[config.mk]
export PLATFORM = sky130hd
export DESIGN_NAME = idxblk_smb_slave
export DESIGN_NICKNAME = d
export VERILOG_FILES = /design/src/rtl/idxblk_pkg.sv /design/src/rtl/idxblk_line_sync.sv /design/src/rtl/idxblk_bus_fsm.sv /design/src/rtl/idxblk_regfile.sv /design/src/rtl/idxblk_smb_slave.sv
export SDC_FILE = /design/constraint.sdc
export NUM_CORES = 1
export LEC_CHECK = 0
export BUFFER_PORTS_ARGS = -buffer_cell sky130_fd_sc_hd__buf_2
export CAP_MARGIN = 20
export CORE_UTILIZATION = 62
export CTS_BUF_LIST = sky130_fd_sc_hd__clkbuf_4
export CTS_CLUSTER_SIZE = 16
export DETAILED_ROUTE_END_ITERATION = 8
export GPL_ROUTABILITY_DRIVEN = 0
export GPL_TIMING_DRIVEN = 1
export PLACE_DENSITY_LB_ADDON = 0.25
export SETUP_SLACK_MARGIN = 0.1
export SLEW_MARGIN = 10
export SYNTH_ARGS = -nofsm -noshare
export SYNTH_HDL_FRONTEND = slang
export SYNTH_SLANG_ARGS = --single-unit
[constraint.sdc]
create_clock -name clk -period 5.7 [get_ports clk]
set_input_delay 0 -clock clk [delete_from_list [all_inputs] [get_ports clk]]
set_output_delay 0 -clock clk [all_outputs]
set_load 0.05 [all_outputs]
[src/rtl/idxblk_pkg.sv]
package idxblk_pkg;

    localparam logic [6:0] SLV_ADDR   = 7'h6E;

    localparam logic [7:0] IDX_CTRL   = 8'd0;
    localparam logic [7:0] IDX_OEN    = 8'd1;
    localparam logic [7:0] IDX_STOPEN = 8'd2;
    localparam logic [7:0] IDX_STRAP  = 8'd3;
    localparam logic [7:0] IDX_IDENT  = 8'd4;
    localparam logic [7:0] IDX_DEVID  = 8'd5;
    localparam logic [7:0] IDX_BCNT   = 8'd6;

    typedef enum logic [2:0] {
        ST_IDLE, ST_RX, ST_RX_FULL, ST_ACK,
        ST_TX, ST_TX_ACK, ST_TX_NEXT, ST_IGNORE
    } bus_state_e;

    typedef enum logic [1:0] {K_ADDR, K_INDEX, K_COUNT, K_DATA} rx_kind_e;

    typedef struct packed {
        logic scl;
        logic sda;
        logic start;
        logic stop;
        logic scl_rise;
        logic scl_fall;
    } line_ev_t;

    typedef struct packed {
        logic       en;
        logic [7:0] idx;
        logic [7:0] data;
    } reg_wr_t;

    function automatic logic addr_hit(input logic [7:0] b);
        return b[7:1] == SLV_ADDR;
    endfunction

    function automatic rx_kind_e kind_after(input rx_kind_e k);
        case (k)
            K_ADDR:  return K_INDEX;
            K_INDEX: return K_COUNT;
            default: return K_DATA;
        endcase
    endfunction

endpackage

[src/rtl/idxblk_line_sync.sv]
module idxblk_line_sync
    import idxblk_pkg::*;
#(
    parameter int STAGES = 2
) (
    input  logic     clk,
    input  logic     rst,
    input  logic     scl_i,
    input  logic     sda_i,
    output line_ev_t ev
);
    localparam int LINES = 2;

    logic [LINES-1:0] raw;
    logic [LINES-1:0] synced;
    logic             scl_q;
    logic             sda_q;

    assign raw = {scl_i, sda_i};

    for (genvar g = 0; g < LINES; g++) begin : g_line
        logic [STAGES-1:0] chain;
        always_ff @(posedge clk) begin
            if (rst) chain <= '1;
            else     chain <= {chain[STAGES-2:0], raw[g]};
        end
        assign synced[g] = chain[STAGES-1];
    end

    always_ff @(posedge clk) begin
        if (rst) begin
            scl_q <= 1'b1;
            sda_q <= 1'b1;
        end else begin
            scl_q <= synced[1];
            sda_q <= synced[0];
        end
    end

    always_comb begin
        ev.scl      = synced[1];
        ev.sda      = synced[0];
        ev.start    = scl_q && synced[1] && sda_q && !synced[0];
        ev.stop     = scl_q && synced[1] && !sda_q && synced[0];
        ev.scl_rise = !scl_q && synced[1];
        ev.scl_fall = scl_q && !synced[1];
    end
endmodule

[src/rtl/idxblk_bus_fsm.sv]
module idxblk_bus_fsm
    import idxblk_pkg::*;
(
    input  logic       clk,
    input  logic       rst,
    input  line_ev_t   ev,
    input  logic [7:0] rd_data,
    input  logic [7:0] bcnt,
    output logic [7:0] rd_idx,
    output reg_wr_t    wr,
    output logic       sda_oe
);
    bus_state_e state;
    rx_kind_e   kind;
    logic [2:0] bitcnt;
    logic [7:0] shreg;
    logic       rw;
    logic [7:0] idx;

    assign rd_idx = idx;

    always_ff @(posedge clk) begin
        if (rst) begin
            state  <= ST_IDLE;
            kind   <= K_ADDR;
            bitcnt <= '0;
            shreg  <= '0;
            rw     <= 1'b0;
            idx    <= '0;
            sda_oe <= 1'b0;
            wr     <= '0;
        end else begin
            wr.en <= 1'b0;
            if (ev.start) begin
                state  <= ST_RX;
                kind   <= K_ADDR;
                bitcnt <= '0;
                sda_oe <= 1'b0;
            end else if (ev.stop) begin
                state  <= ST_IDLE;
                sda_oe <= 1'b0;
            end else begin
                case (state)
                    ST_RX: if (ev.scl_rise) begin
                        shreg  <= {shreg[6:0], ev.sda};
                        bitcnt <= bitcnt + 3'd1;
                        if (bitcnt == 3'd7) state <= ST_RX_FULL;
                    end
                    ST_RX_FULL: if (ev.scl_fall) begin
                        state  <= ST_ACK;
                        sda_oe <= 1'b1;
                        case (kind)
                            K_ADDR: begin
                                if (addr_hit(shreg)) rw <= shreg[0];
                                else begin
                                    state  <= ST_IGNORE;
                                    sda_oe <= 1'b0;
                                end
                            end
                            K_INDEX: idx <= shreg;
                            K_DATA: begin
                                wr.en   <= 1'b1;
                                wr.idx  <= idx;
                                wr.data <= shreg;
                                idx     <= idx + 8'd1;
                            end
                            default: ;
                        endcase
                    end
                    ST_ACK: if (ev.scl_fall) begin
                        sda_oe <= 1'b0;
                        bitcnt <= '0;
                        if (kind == K_ADDR && rw) begin
                            state  <= ST_TX;
                            shreg  <= bcnt;
                            sda_oe <= ~bcnt[7];
                        end else begin
                            state <= ST_RX;
                            kind  <= kind_after(kind);
                        end
                    end
                    ST_TX: if (ev.scl_fall) begin
                        if (bitcnt == 3'd7) begin
                            sda_oe <= 1'b0;
                            state  <= ST_TX_ACK;
                        end else begin
                            bitcnt <= bitcnt + 3'd1;
                            shreg  <= {shreg[6:0], 1'b0};
                            sda_oe <= ~shreg[6];
                        end
                    end
                    ST_TX_ACK: if (ev.scl_rise) begin
                        state <= ev.sda ? ST_IGNORE : ST_TX_NEXT;
                    end
                    ST_TX_NEXT: if (ev.scl_fall) begin
                        shreg  <= rd_data;
                        sda_oe <= ~rd_data[7];
                        idx    <= idx + 8'd1;
                        bitcnt <= '0;
                        state  <= ST_TX;
                    end
                    default: ;
                endcase
            end
        end
    end
endmodule

[src/rtl/idxblk_regfile.sv]
module idxblk_regfile
    import idxblk_pkg::*;
#(
    parameter int         NUM_OUT    = 4,
    parameter logic [3:0] REV_ID     = 4'h2,
    parameter logic [7:0] DEV_ID_RST = 8'h08,
    parameter logic [7:0] BCNT_RST   = 8'h07
) (
    input  logic               clk,
    input  logic               rst,
    input  logic [4:0]         strap,
    input  reg_wr_t            wr,
    input  logic [7:0]         rd_idx,
    output logic [7:0]         rd_data,
    output logic [7:0]         bcnt,
    output logic [7:0]         ctrl,
    output logic [NUM_OUT-1:0] out_en,
    output logic [NUM_OUT-1:0] stop_en
);
    localparam logic [3:0] VENDOR_NIB = 4'b0001;

    logic [7:0]         ctrl_q;
    logic [NUM_OUT-1:0] oen_q;
    logic [NUM_OUT-1:0] stp_q;
    logic [7:0]         devid_q;
    logic [7:0]         bcnt_q;
    logic [7:0]         oen_byte;
    logic [7:0]         stp_byte;

    always_ff @(posedge clk) begin
        if (rst) begin
            ctrl_q  <= {strap, 3'b000};
            oen_q   <= '1;
            stp_q   <= '0;
            devid_q <= DEV_ID_RST;
            bcnt_q  <= BCNT_RST;
        end else if (wr.en) begin
            case (wr.idx)
                IDX_CTRL: begin
                    ctrl_q[2:0] <= wr.data[2:0];
                    if (ctrl_q[2]) ctrl_q[7:3] <= wr.data[7:3];
                end
                IDX_OEN:    oen_q   <= wr.data[NUM_OUT-1:0];
                IDX_STOPEN: stp_q   <= wr.data[NUM_OUT-1:0];
                IDX_DEVID:  devid_q <= wr.data;
                IDX_BCNT:   bcnt_q  <= wr.data;
                default: ;
            endcase
        end
    end

    always_comb begin
        oen_byte = '0;
        stp_byte = '0;
        oen_byte[NUM_OUT-1:0] = oen_q;
        stp_byte[NUM_OUT-1:0] = stp_q;
        case (rd_idx)
            IDX_CTRL:   rd_data = ctrl_q;
            IDX_OEN:    rd_data = oen_byte;
            IDX_STOPEN: rd_data = stp_byte;
            IDX_STRAP:  rd_data = {strap, 3'b000};
            IDX_IDENT:  rd_data = {REV_ID, VENDOR_NIB};
            IDX_DEVID:  rd_data = devid_q;
            IDX_BCNT:   rd_data = bcnt_q;
            default:    rd_data = 8'h00;
        endcase
    end

    assign bcnt    = bcnt_q;
    assign ctrl    = ctrl_q;
    assign out_en  = oen_q;
    assign stop_en = stp_q;
endmodule

[src/rtl/idxblk_smb_slave.sv]
module idxblk_smb_slave
    import idxblk_pkg::*;
#(
    parameter int         SYNC_STAGES = 2,
    parameter int         NUM_OUT     = 4,
    parameter logic [3:0] REV_ID      = 4'h2,
    parameter logic [7:0] DEV_ID_RST  = 8'h08,
    parameter logic [7:0] BCNT_RST    = 8'h07
) (
    input  logic               clk,
    input  logic               rst,
    input  logic               scl_i,
    input  logic               sda_i,
    output logic               sda_oe,
    input  logic [4:0]         strap_i,
    output logic [7:0]         ctrl_o,
    output logic [NUM_OUT-1:0] out_en_o,
    output logic [NUM_OUT-1:0] stop_en_o
);
    line_ev_t   ev;
    reg_wr_t    wr;
    logic [7:0] rd_idx;
    logic [7:0] rd_data;
    logic [7:0] bcnt;
    logic       line_scl;
    logic       start_det;
    logic       stop_det;
    logic       wr_strobe;

    idxblk_line_sync #(.STAGES(SYNC_STAGES)) u_sync (
        .clk(clk), .rst(rst), .scl_i(scl_i), .sda_i(sda_i), .ev(ev)
    );

    idxblk_bus_fsm u_fsm (
        .clk(clk), .rst(rst), .ev(ev), .rd_data(rd_data), .bcnt(bcnt),
        .rd_idx(rd_idx), .wr(wr), .sda_oe(sda_oe)
    );

    idxblk_regfile #(
        .NUM_OUT(NUM_OUT), .REV_ID(REV_ID),
        .DEV_ID_RST(DEV_ID_RST), .BCNT_RST(BCNT_RST)
    ) u_regs (
        .clk(clk), .rst(rst), .strap(strap_i), .wr(wr), .rd_idx(rd_idx),
        .rd_data(rd_data), .bcnt(bcnt), .ctrl(ctrl_o),
        .out_en(out_en_o), .stop_en(stop_en_o)
    );

    assign line_scl  = ev.scl;
    assign start_det = ev.start;
    assign stop_det  = ev.stop;
    assign wr_strobe = wr.en;
endmodule

Yosys cells after proc, flatten, opt, wreduce, memory -nomap -nowiden:

Cells that the tools add are included.

* bits in registers: 81
* bits in latches: 0
* memory bits (writable): 0
* bits in read-only memories: 0
* input bits: 9
* output and inout port bits: 17
* logic and storage cells: 161
* memories kept: 0

* $add $sub $neg: 2
* $mul: 0
* divide/modulo/power cells: 0
* magnitude comparators: 0
* equality and inequality tests: 40
* shift-type cells: 0
* mux-type cells: 47
* bitwise logic cells: 8
* reduce and logical (&&, ||, !) cells: 43

Operator list (number)
* $mux 8: 11
* $pmux 8 s7: 1
* $mux 3: 15
* $eq 8x3->1 const B: 5
* $pmux 8 s2: 2
* $pmux 8 s4: 1
* $reduce_and 9->1: 3
* $eq 8x2->1 const B: 3
* $ne 4x4->1 const B: 6
* $pmux 3 s6: 1
* $reduce_and 6->1: 3
* $mux 17: 1
* $eq 8x1->1 const B: 2
* $logic_not 8->1: 2
* $ne 2x2->1 const B: 7
* $eq 3x3->1 const B: 4
* $mux 1: 11
* $reduce_and 2->1: 5
* $reduce_and 5->1: 2
* $pmux 3 s3: 1
* $add 8x1->8 const B: 1
* $logic_and 1x1->1: 8
* $ne 2x1->1 const B: 4
* $ne 4x3->1 const B: 2
* other kinds (23): 39

Depth between registers and ports, before layout:

Gate-level depths: netlist (run 1).

* depth in word-level cells: 7
* depth in mapped cells: 8
* gate-level depth less buffers: 7

By module:

From an unflattened synthesis (run 1), not the netlist that was laid out.

* cells, all modules: 465
* area, all modules: 4282.9 µm²

By module, submodules not included
* idxblk_bus_fsm: instances 1, cells an instance 270, area an instance 2401.1 µm², seq. area each 860.8 µm²
* idxblk_regfile: instances 1, cells an instance 177, area an instance 1676.6 µm², seq. area each 690.7 µm²
* idxblk_line_sync: instances 1, cells an instance 18, area an instance 205.2 µm², seq. area each 120.1 µm²

Worst setup path after synthesis (run 1):

Ideal clock, no wire load.

* path type: register to register
* from: register u_fsm.bitcnt[0]
* to: register u_fsm.shreg[5]
* setup time: 86 ps
* arrival: 1855 ps
* data required time: 5614 ps
* setup slack: 3759 ps
* cell stages (with the launch flop): 8
* buffers on the path: 1
* clock period less this slack: 1941 ps
* cells stage by stage: dfxtp_1 -> ha_1 -> ha_1 -> o32a_1 -> a21oi_1 -> buf_2 -> nor2_1 -> a211oi_1

* cells in the longest elaborated chain, start to end: 3

RTL lines
* from (decl): line idxblk_bus_fsm.sv:15 `logic [2:0] bitcnt;`
* from (signal assigned): line idxblk_bus_fsm.sv:46 `bitcnt <= bitcnt + 3'd1;`
* from (signal assigned): line idxblk_bus_fsm.sv:87 `bitcnt <= bitcnt + 3'd1;`
* $eq 3x3->1: line idxblk_bus_fsm.sv:83 `if (bitcnt == 3'd7) begin`
* $ne 2x2->1 (no line)
* $reduce_and 9->1 (no line)
* to (signal assigned): line idxblk_bus_fsm.sv:75 `shreg <= bcnt;`
* to (signal assigned): line idxblk_bus_fsm.sv:88 `shreg <= {shreg[6:0], 1'b0};`
* to (signal assigned): line idxblk_bus_fsm.sv:96 `shreg <= rd_data;`
* to (decl): line idxblk_bus_fsm.sv:16 `logic [7:0] shreg;`

Every way passes these cells.
A chain may end at the register's enable or synchronous reset.

Worst setup path in the final report (run 1):

* from: register u_fsm.state[2]
* to: register u_fsm.shreg[6]

* cells in the longest elaborated chain, start to end: 3
* elaborated cells between the ends (all ways): 13
* those cells by class: eq/ne: 10; mux: 1; reduce/logical: 2

RTL lines
* from (decl): line idxblk_bus_fsm.sv:13 `bus_state_e state;`
* from (signal assigned): line idxblk_bus_fsm.sv:93 `state <= ev.sda ? ST_IGNORE : ST_TX_NEXT;`
* $eq 3x2->1 (tied with other cells)
* $ne 2x1->1 (no line) (tied with other cells)
* $reduce_and 9->1 (no line)
* to (signal assigned): line idxblk_bus_fsm.sv:45 `shreg <= {shreg[6:0], ev.sda};`
* to (signal assigned): line idxblk_bus_fsm.sv:75
* to (signal assigned): line idxblk_bus_fsm.sv:88

Parallel ways exist; a longest one is shown, timed or not.

==> results.py, run 1 <==
metrics = {
    "run_status": {
        "status": "complete, no violations",
    },
    "power_and_ir_drop": {
        "combPwrFrac_pct": 4.5,
        "p_leak_nw": 1.569,
        "power.internal_w": 0.0007352,
        "switchingPower_w": 0.0002325,
        "powerDensity_mw_per_mm2": 224.2,
        "total_power_w": 0.0009677,
        "swShare_pct": 24.02,
        "pwr-share-clk_pct": 35.3,
        "pwr-share-seq_pct": 60.3,
        "peakVddDrop_v": 0.0001794,
    },
    "timing": {
        "period_share_pct": 47.69,
        "finalCriticalPeriod_ns": 2.718,
        "worst_pin_slew_ns": 1.104,
        "rsz0062_at_grt": "false",
        "max_slew_margin_pct": 25.76,
        "hold_viol": 0,
        "worst_slack_ns": 2.982,
        "max_freq_mhz": 367.9,
        "finalSetupTns_ns": 0,
        "hold_ws_ns": 0.2220,
        "finalClockSkew_ns": 0.01579,
        "setup_violations": 0,
        "drv_slew": 0,
    },
    "clock_network": {
        "clk-insertion-delay-late_ns": 0.43,
        "clkSlewWorstSetupHoldPaths_ns": 0.13,
        "cts_resized": 0,
        "cts_buffers": 9,
        "clock-sinks": 81,
        "cts_tree": "built",
        "root_buffer": "clkbuf_4",
        "h-tree-depth": 3,
        "cts.path.max_buffers": 2,
    },
    "global_routing": {
        "overflow": 0,
        "grt_max_degree": 82,
        "grt_pass1_wl_mm": 16.08,
        "track_usage_pct": 31.52,
        "first_global_vias": 3309,
        "antenna_found_initial": 0,
    },
    "synthesis": {
        "yosysSeqAreaShare_pct": 41.83,
        "yosys_most_used_dff": "dfxtp_1",
        "yosysTopAreaCellShare_pct": 38.07,
        "synthArstFlopShare_pct": 0,
        "yosys_warnings": 0,
        "synth_edf_count": 5,
        "synthDistinctLibCells": 63,
        "synth_area_leader_cell": "dfxtp_1",
        "avgSynthCellArea_um2": 8.431,
        "syn-num-nets": 489,
        "syn_area_mm2": 0.003996,
        "synthCells": 474,
        "synth-seq-cells": 81,
        "synth_area_leaders": "dfxtp_1, nand2_1, mux2i_1",
    },
    "finish": {
        "final_nets": 502,
        "final_cell_mix": "dfxtp_1, nand2_1, nor2_1, a21oi_1, buf_2",
        "fillers": 503,
        "antenna_cells": 0,
        "final_common_cell": "dfxtp_1",
        "drive_above_1_share_pct": 12.80,
        "areaGrowthSynthToFinish_pct": 8.015,
        "final_cell_area_mm2": 0.004317,
    },
    "die": {
        "io_pins": 26,
        "start_util_pct": 65.94,
        "die_area_mm2": 0.006771,
        "die_w_um": 82.29,
        "row_count": 28,
        "core_mm2": 0.006061,
        "die_h_um": 82.29,
    },
    "routing": {
        "routed_via_density": 6.522,
        "drtAntennaViolNets": 0,
        "wirelength_mm": 10.05,
        "drc": 0,
        "drtIter0Drc": 523,
        "via_count": 3698,
        "wl_per_cell_um": 17.72,
        "drtPass1Iterations": 6,
    },
    "worst_setup_path": {
        "r2r-start": "u_fsm.state[2]$_SDFFE_PP0P_",
        "crit_required_ns": 6.05,
        "r2r_cells": 6,
        "timing.critical_path.arrival_ns": 3.06,
        "crit_path_max_fanout": 32,
        "crit_type": "register to register",
        "cp-end-kind": "register",
        "r2r_slack_ns": 2.98,
        "cp-start-kind": "register",
        "reg2reg_to": "u_fsm.shreg[6]$_SDFFE_PP0P_",
    },
    "placement": {
        "port_buffers": 25,
        "preCtsSetupSlack_ns": 2.878,
        "placed_area_mm2": 0.004100,
        "dp_hpwl_mm": 6.839,
    },
    "run": {
        "drv_cap": 0,
    },
    "hold_path": {
        "hold_class": "input port to register",
        "hold-path-endpoint": "u_fsm.rw$_SDFFE_PP0P_",
        "min_from": "rst",
        "whs_path_depth": 3,
    },
}
[per-stage QoR]
| stage | util (%) | std cells |
|---|---|---|
| floorplan | - | 474 |
| global placement | 67.65 | 543 |
| detailed placement | 67.65 | 543 |
| CTS | 71.10 | 566 |
| global route | 71.22 | 567 |
| finish | 71.22 | 567 |
[how the worst max path moves through the flow]
stage	from	endpoint	slack, ns
3_5_place_dp	u_fsm.state[2]$_SDFFE_PP0P_	u_fsm.shreg[3]$_SDFFE_PP0P_	2.88
3_3_place_gp	u_fsm.state[2]$_SDFFE_PP0P_	u_fsm.shreg[6]$_SDFFE_PP0P_	3.04
5_1_grt	u_fsm.state[2]$_SDFFE_PP0P_	u_fsm.shreg[6]$_SDFFE_PP0P_	2.75
6_report	u_fsm.state[2]$_SDFFE_PP0P_	u_fsm.shreg[6]$_SDFFE_PP0P_	2.98
4_1_cts	u_fsm.state[2]$_SDFFE_PP0P_	u_fsm.shreg[3]$_SDFFE_PP0P_	2.85
2_1_floorplan	u_fsm.bitcnt[0]$_SDFFE_PP0P_	u_fsm.shreg[5]$_SDFFE_PP0P_	3.76
[cell usage after synthesis (all sizes together), types with 3 or more instances]
cell,instances
dfxtp,76
nand2,65
nor2,52
a21oi,32
clkbuf,27
mux2i,22
o21ai,22
a22oi,14
nand3,14
inv,12
a211oi,9
a211o,8
nor2b,8
nor3,7
nor4,7
or2,7
a221oi,6
buf,6
ha,6
a222oi,5
edfxtp,5
or3,5
a22o,4
and3,4
nand3b,4
a31oi,3
o31ai,3
o32ai,3
[power groups by stage]
stage / clock (W) / combinational, W / sequential [W]
after floorplan: 0 / 0.0000246 / 0.000598
after global placement: 0 / 0.0000380 / 0.000595
after detailed placement: 0 / 0.0000389 / 0.000595
after CTS: 0.000343 / 0.0000427 / 0.000583
after global routing: 0.000366 / 0.0000468 / 0.000584
final: 0.000341 / 0.0000431 / 0.000583
[critical path, cell delays in order (launching register included)]
cell	delay, ns
dfxtp_1	1.00
nand2b_1	0.22
o32a_1	0.35
a21oi_1	0.49
buf_4	0.26
nor2_1	0.06
a311oi_2	0.25
[final cells by class]
class                   instances  area [um^2]  area share, %
repair buffers                 35        217.7          5.043
flip-flops and latches         81         1672          38.72
well taps                      75        93.84          2.174
clock inverters                 5        56.30          1.304
clock buffers                  11        82.58          1.913
inverters                      12        45.04          1.043
multi-input cells             348         2150          49.80
[cell families (layout without fill, tap and decap cells)]
logic type / count (synthesis) / after routing / synth area share [%]
flops: 81 / 81 / 41.83
compound gates: 128 / 128 / 22.45
xor+xnor: 2 / 2 / 0.4384
simple gates: 189 / 189 / 23.23
mux: 23 / 23 / 5.792
fa+ha+maj: 6 / 6 / 1.878
buf+inv: 45 / 63 / 4.383
[timing repair]
item,4_1_cts,5_1_grt
endpoints found under the hold margin,7,0
setup buffers,0,0
hold buffers,7,0
[sequential cells by signal (all words and copies together) (netlist names), 4 cells and up]
register,cells
u_fsm.wr,17
u_fsm.rd_idx,8
u_fsm.shreg,8
u_regs.bcnt,8
u_regs.ctrl,8
u_regs.devid_q,8
u_regs.out_en,4
u_regs.stop_en,4
u_sync.g_line.chain,4
[routing by layer]
metal,vias up,part of all wire [%],global-route usage [%]
li1,1752,-,-
met1,1770,44,42.50
met2,158,47,49.67
met3,18,6.8,6.923
met4,0,2.0,10.70
met5,-,0,0
Power figures use the tool's default switching activity.
==> inputs of run 2 (changes only) <==
--- a/config.mk
+++ b/config.mk
@@ -7,7 +7,7 @@
 export LEC_CHECK = 0
 export BUFFER_PORTS_ARGS = -buffer_cell sky130_fd_sc_hd__buf_2
 export CAP_MARGIN = 20
-export CORE_UTILIZATION = 62
+export CORE_UTILIZATION = 57
 export CTS_BUF_LIST = sky130_fd_sc_hd__clkbuf_4
 export CTS_CLUSTER_SIZE = 16
 export DETAILED_ROUTE_END_ITERATION = 8
==> constraint.sdc (replaced) <==
create_clock -name clk -period 2.3 [get_ports clk]
set_input_delay 0 -clock clk [delete_from_list [all_inputs] [get_ports clk]]
set_output_delay 0 -clock clk [all_outputs]
set_load 0.05 [all_outputs]
==> run 2 against run 1 <==
  * The flow now finishes with violations (DRC)
  * Clock power grew to 3.2 times the previous value
  * Worst hold slack lost 0.17 ns
  * Fmax grew 32%
  * Non-clock buffer count grew 13
  * Sequential power grew 150%
  * Cell count grew 6.0%
  * Via count grew 2.3%
  * Critical path depth shrank 2
  * Cell area grew 4.3%
==> results.py, run 2 (synthesized netlist as in run 1, its figures left out) <==
metrics = {
    "run_status": {
        "status": "complete, but fails checks",
        "violations": "DRC",
    },
    "worst_setup_path": {
        "r2r-start": "u_fsm.wr[11]$_SDFFE_PP0P_",
        "crit_type": "register to register",
        "reg2reg_to": "u_regs.devid_q[3]$_SDFFE_PP1P_",
        "crit_required_ns": 2.66,
        "cp-start-kind": "register",
        "r2r_slack_ns": 0.25,
        "crit_path_max_fanout": 9,
        "timing.critical_path.arrival_ns": 2.41,
        "r2r_cells": 4,
        "cp-startpoint": "u_fsm.wr[11]$_SDFFE_PP0P_",
        "cp-end-kind": "register",
    },
    "finish": {
        "regMostFlops": "u_fsm.wr",
        "final_cell_area_mm2": 0.004501,
        "antenna_cells": 0,
        "largest_reg_flops": 17,
        "areaGrowthSynthToFinish_pct": 12.62,
        "ff_latch_area_mm2": 0.001674,
        "final_cell_mix": "dfxtp_1, nand2_1, nor2_1, a21oi_1, buf_2",
        "final_common_cell": "dfxtp_1",
        "drive_above_1_share_pct": 16.04,
        "multi_input_area_mm2": 0.002155,
        "final_nets": 515,
        "fillers": 573,
    },
    "die": {
        "die_area_mm2": 0.007350,
        "start_util_pct": 58.82,
        "core_mm2": 0.006794,
        "die_h_um": 85.73,
        "row_count": 30,
        "io_pins": 26,
        "die_w_um": 85.73,
    },
    "timing": {
        "finalCriticalPeriod_ns": 2.055,
        "worst_pin_slew_ns": 0.7160,
        "finalClockSkew_ns": 0.02381,
        "period_share_pct": 89.34,
        "finalSetupTns_ns": 0,
        "rsz0062_at_grt": "false",
        "setup_violations": 0,
        "max_freq_mhz": 486.7,
        "hold_viol": 0,
        "drv_slew": 0,
        "max_slew_margin_pct": 51.76,
        "worst_slack_ns": 0.2452,
    },
    "clock_network": {
        "root_buffer": "clkbuf_4",
        "cts_buffers": 9,
        "clock-sinks": 81,
        "clk-insertion-delay-late_ns": 0.45,
        "cts.path.max_buffers": 2,
        "h-tree-depth": 3,
        "cts_tree": "built",
        "clkSlewWorstSetupHoldPaths_ns": 0.14,
        "post_cts_buffers": 0,
    },
    "power_and_ir_drop": {
        "power.internal_w": 0.002039,
        "combPwrFrac_pct": 4.6,
        "total_power_w": 0.002641,
        "pwr-share-clk_pct": 40.9,
        "p_leak_nw": 1.657,
        "powerDensity_mw_per_mm2": 586.9,
        "switchingPower_w": 0.0006028,
        "pwr-share-seq_pct": 54.4,
        "peakVddDrop_v": 0.0005306,
        "swShare_pct": 22.82,
    },
    "placement": {
        "dp_hpwl_mm": 7.276,
        "preCtsSetupSlack_ns": 0.2053,
        "port_buffers": 25,
        "placed_area_mm2": 0.004232,
    },
    "hold_path": {
        "hold-path-endpoint": "u_regs.bcnt[3]$_SDFFE_PP0P_",
        "whs_path_depth": 2,
        "hold_class": "input port to register",
        "min_from": "rst",
    },
    "routing": {
        "drtIter0Drc": 440,
        "wirelength_mm": 10.48,
        "drc": 1,
        "wl_per_cell_um": 17.44,
        "via_count": 3784,
        "routed_via_density": 6.296,
        "drtAntennaViolNets": 0,
        "drtPass1Iterations": 8,
    },
    "global_routing": {
        "overflow": 0,
        "track_usage_pct": 30.11,
        "grt_pass1_wl_mm": 17.19,
        "first_global_vias": 3430,
        "grt_max_degree": 36,
        "antenna_found_initial": 0,
    },
    "run": {
        "drv_cap": 0,
    },
}
## run 2: cell count changes in the layout (fill, tap and decap cells not counted)
cell and delta:
bufinv_16 +2, ha_1 -2, dfxtp_2 +2, clkinv_2 -1, buf_4 +13, clkinv_4 +1, dfxtp_1 -2, clkinv_1 -1
ha_2 +2, clkbuf_4 -1
## run 2: how the worst max path moves through the flow
stage / slack, ns / depth (start not counted) / end
final: 0.25 / 4 / u_regs.devid_q[3]$_SDFFE_PP1P_
after global routing: 0.12 / 4 / u_regs.devid_q[3]$_SDFFE_PP1P_
after CTS: 0.17 / 6 / u_fsm.shreg[2]$_SDFFE_PP0P_
after detailed placement: 0.21 / 6 / u_fsm.shreg[2]$_SDFFE_PP0P_
after global placement: 0.29 / 6 / u_fsm.shreg[2]$_SDFFE_PP0P_
after floorplan: 0.36 / 7 / u_fsm.shreg[5]$_SDFFE_PP0P_
## run 2: worst max-delay path, cell delays in order (launching register included)
cell	delay, ns
dfxtp_1	0.33
nor4_1	0.27
nand3b_1	0.20
or4b_1	0.79
a211o_1	0.38
## run 2: power groups by stage
stage	Sequential (W)	Clock (W)	Combinational, W
detailed placement	0.00147	0	0.000110
global route	0.00144	0.00115	0.000130
finish	0.00144	0.00108	0.000122
floorplan	0.00148	0	0.0000610
global placement	0.00147	0	0.000108
CTS	0.00144	0.00109	0.000119
## run 2: layer usage
metal,GRT usage [%],routed length [um]
met4,13.64,303
met2,46.04,4759
met3,5.775,881
met1,41.38,4539
met5,0,0
## run 2: repair_timing
item | in CTS | in global routing
endpoints found under the setup margin | 0 | 5
hold endpoints to repair | 9 | 0
resized for setup | 0 | 4
hold buffers | 7 | 0
## run 2: cell type report
| type | count | share of cell area [%] |
|---|---|---|
| timing repair buffer | 48 | 7.006 |
| clock buffer | 10 | 1.668 |
| inverter | 12 | 1.001 |
| multi-input combinational | 348 | 47.87 |
| sequential | 81 | 37.20 |
| clock inverter | 6 | 2.585 |
| tap | 96 | 2.669 |
## run 2: through the flow
| stage | utilization (%) | std cells | hold slack (ns) |
|---|---|---|---|
| 2_1_floorplan | - | 474 | 0.1038 |
| 3_3_place_gp | 62.28 | 578 | 0.1845 |
| 3_5_place_dp | 62.28 | 578 | 0.1891 |
| 4_1_cts | 66.13 | 601 | 0.04177 |
| 5_1_grt | 66.24 | 601 | 0.05962 |
| 6_report | 66.24 | 601 | 0.05194 |
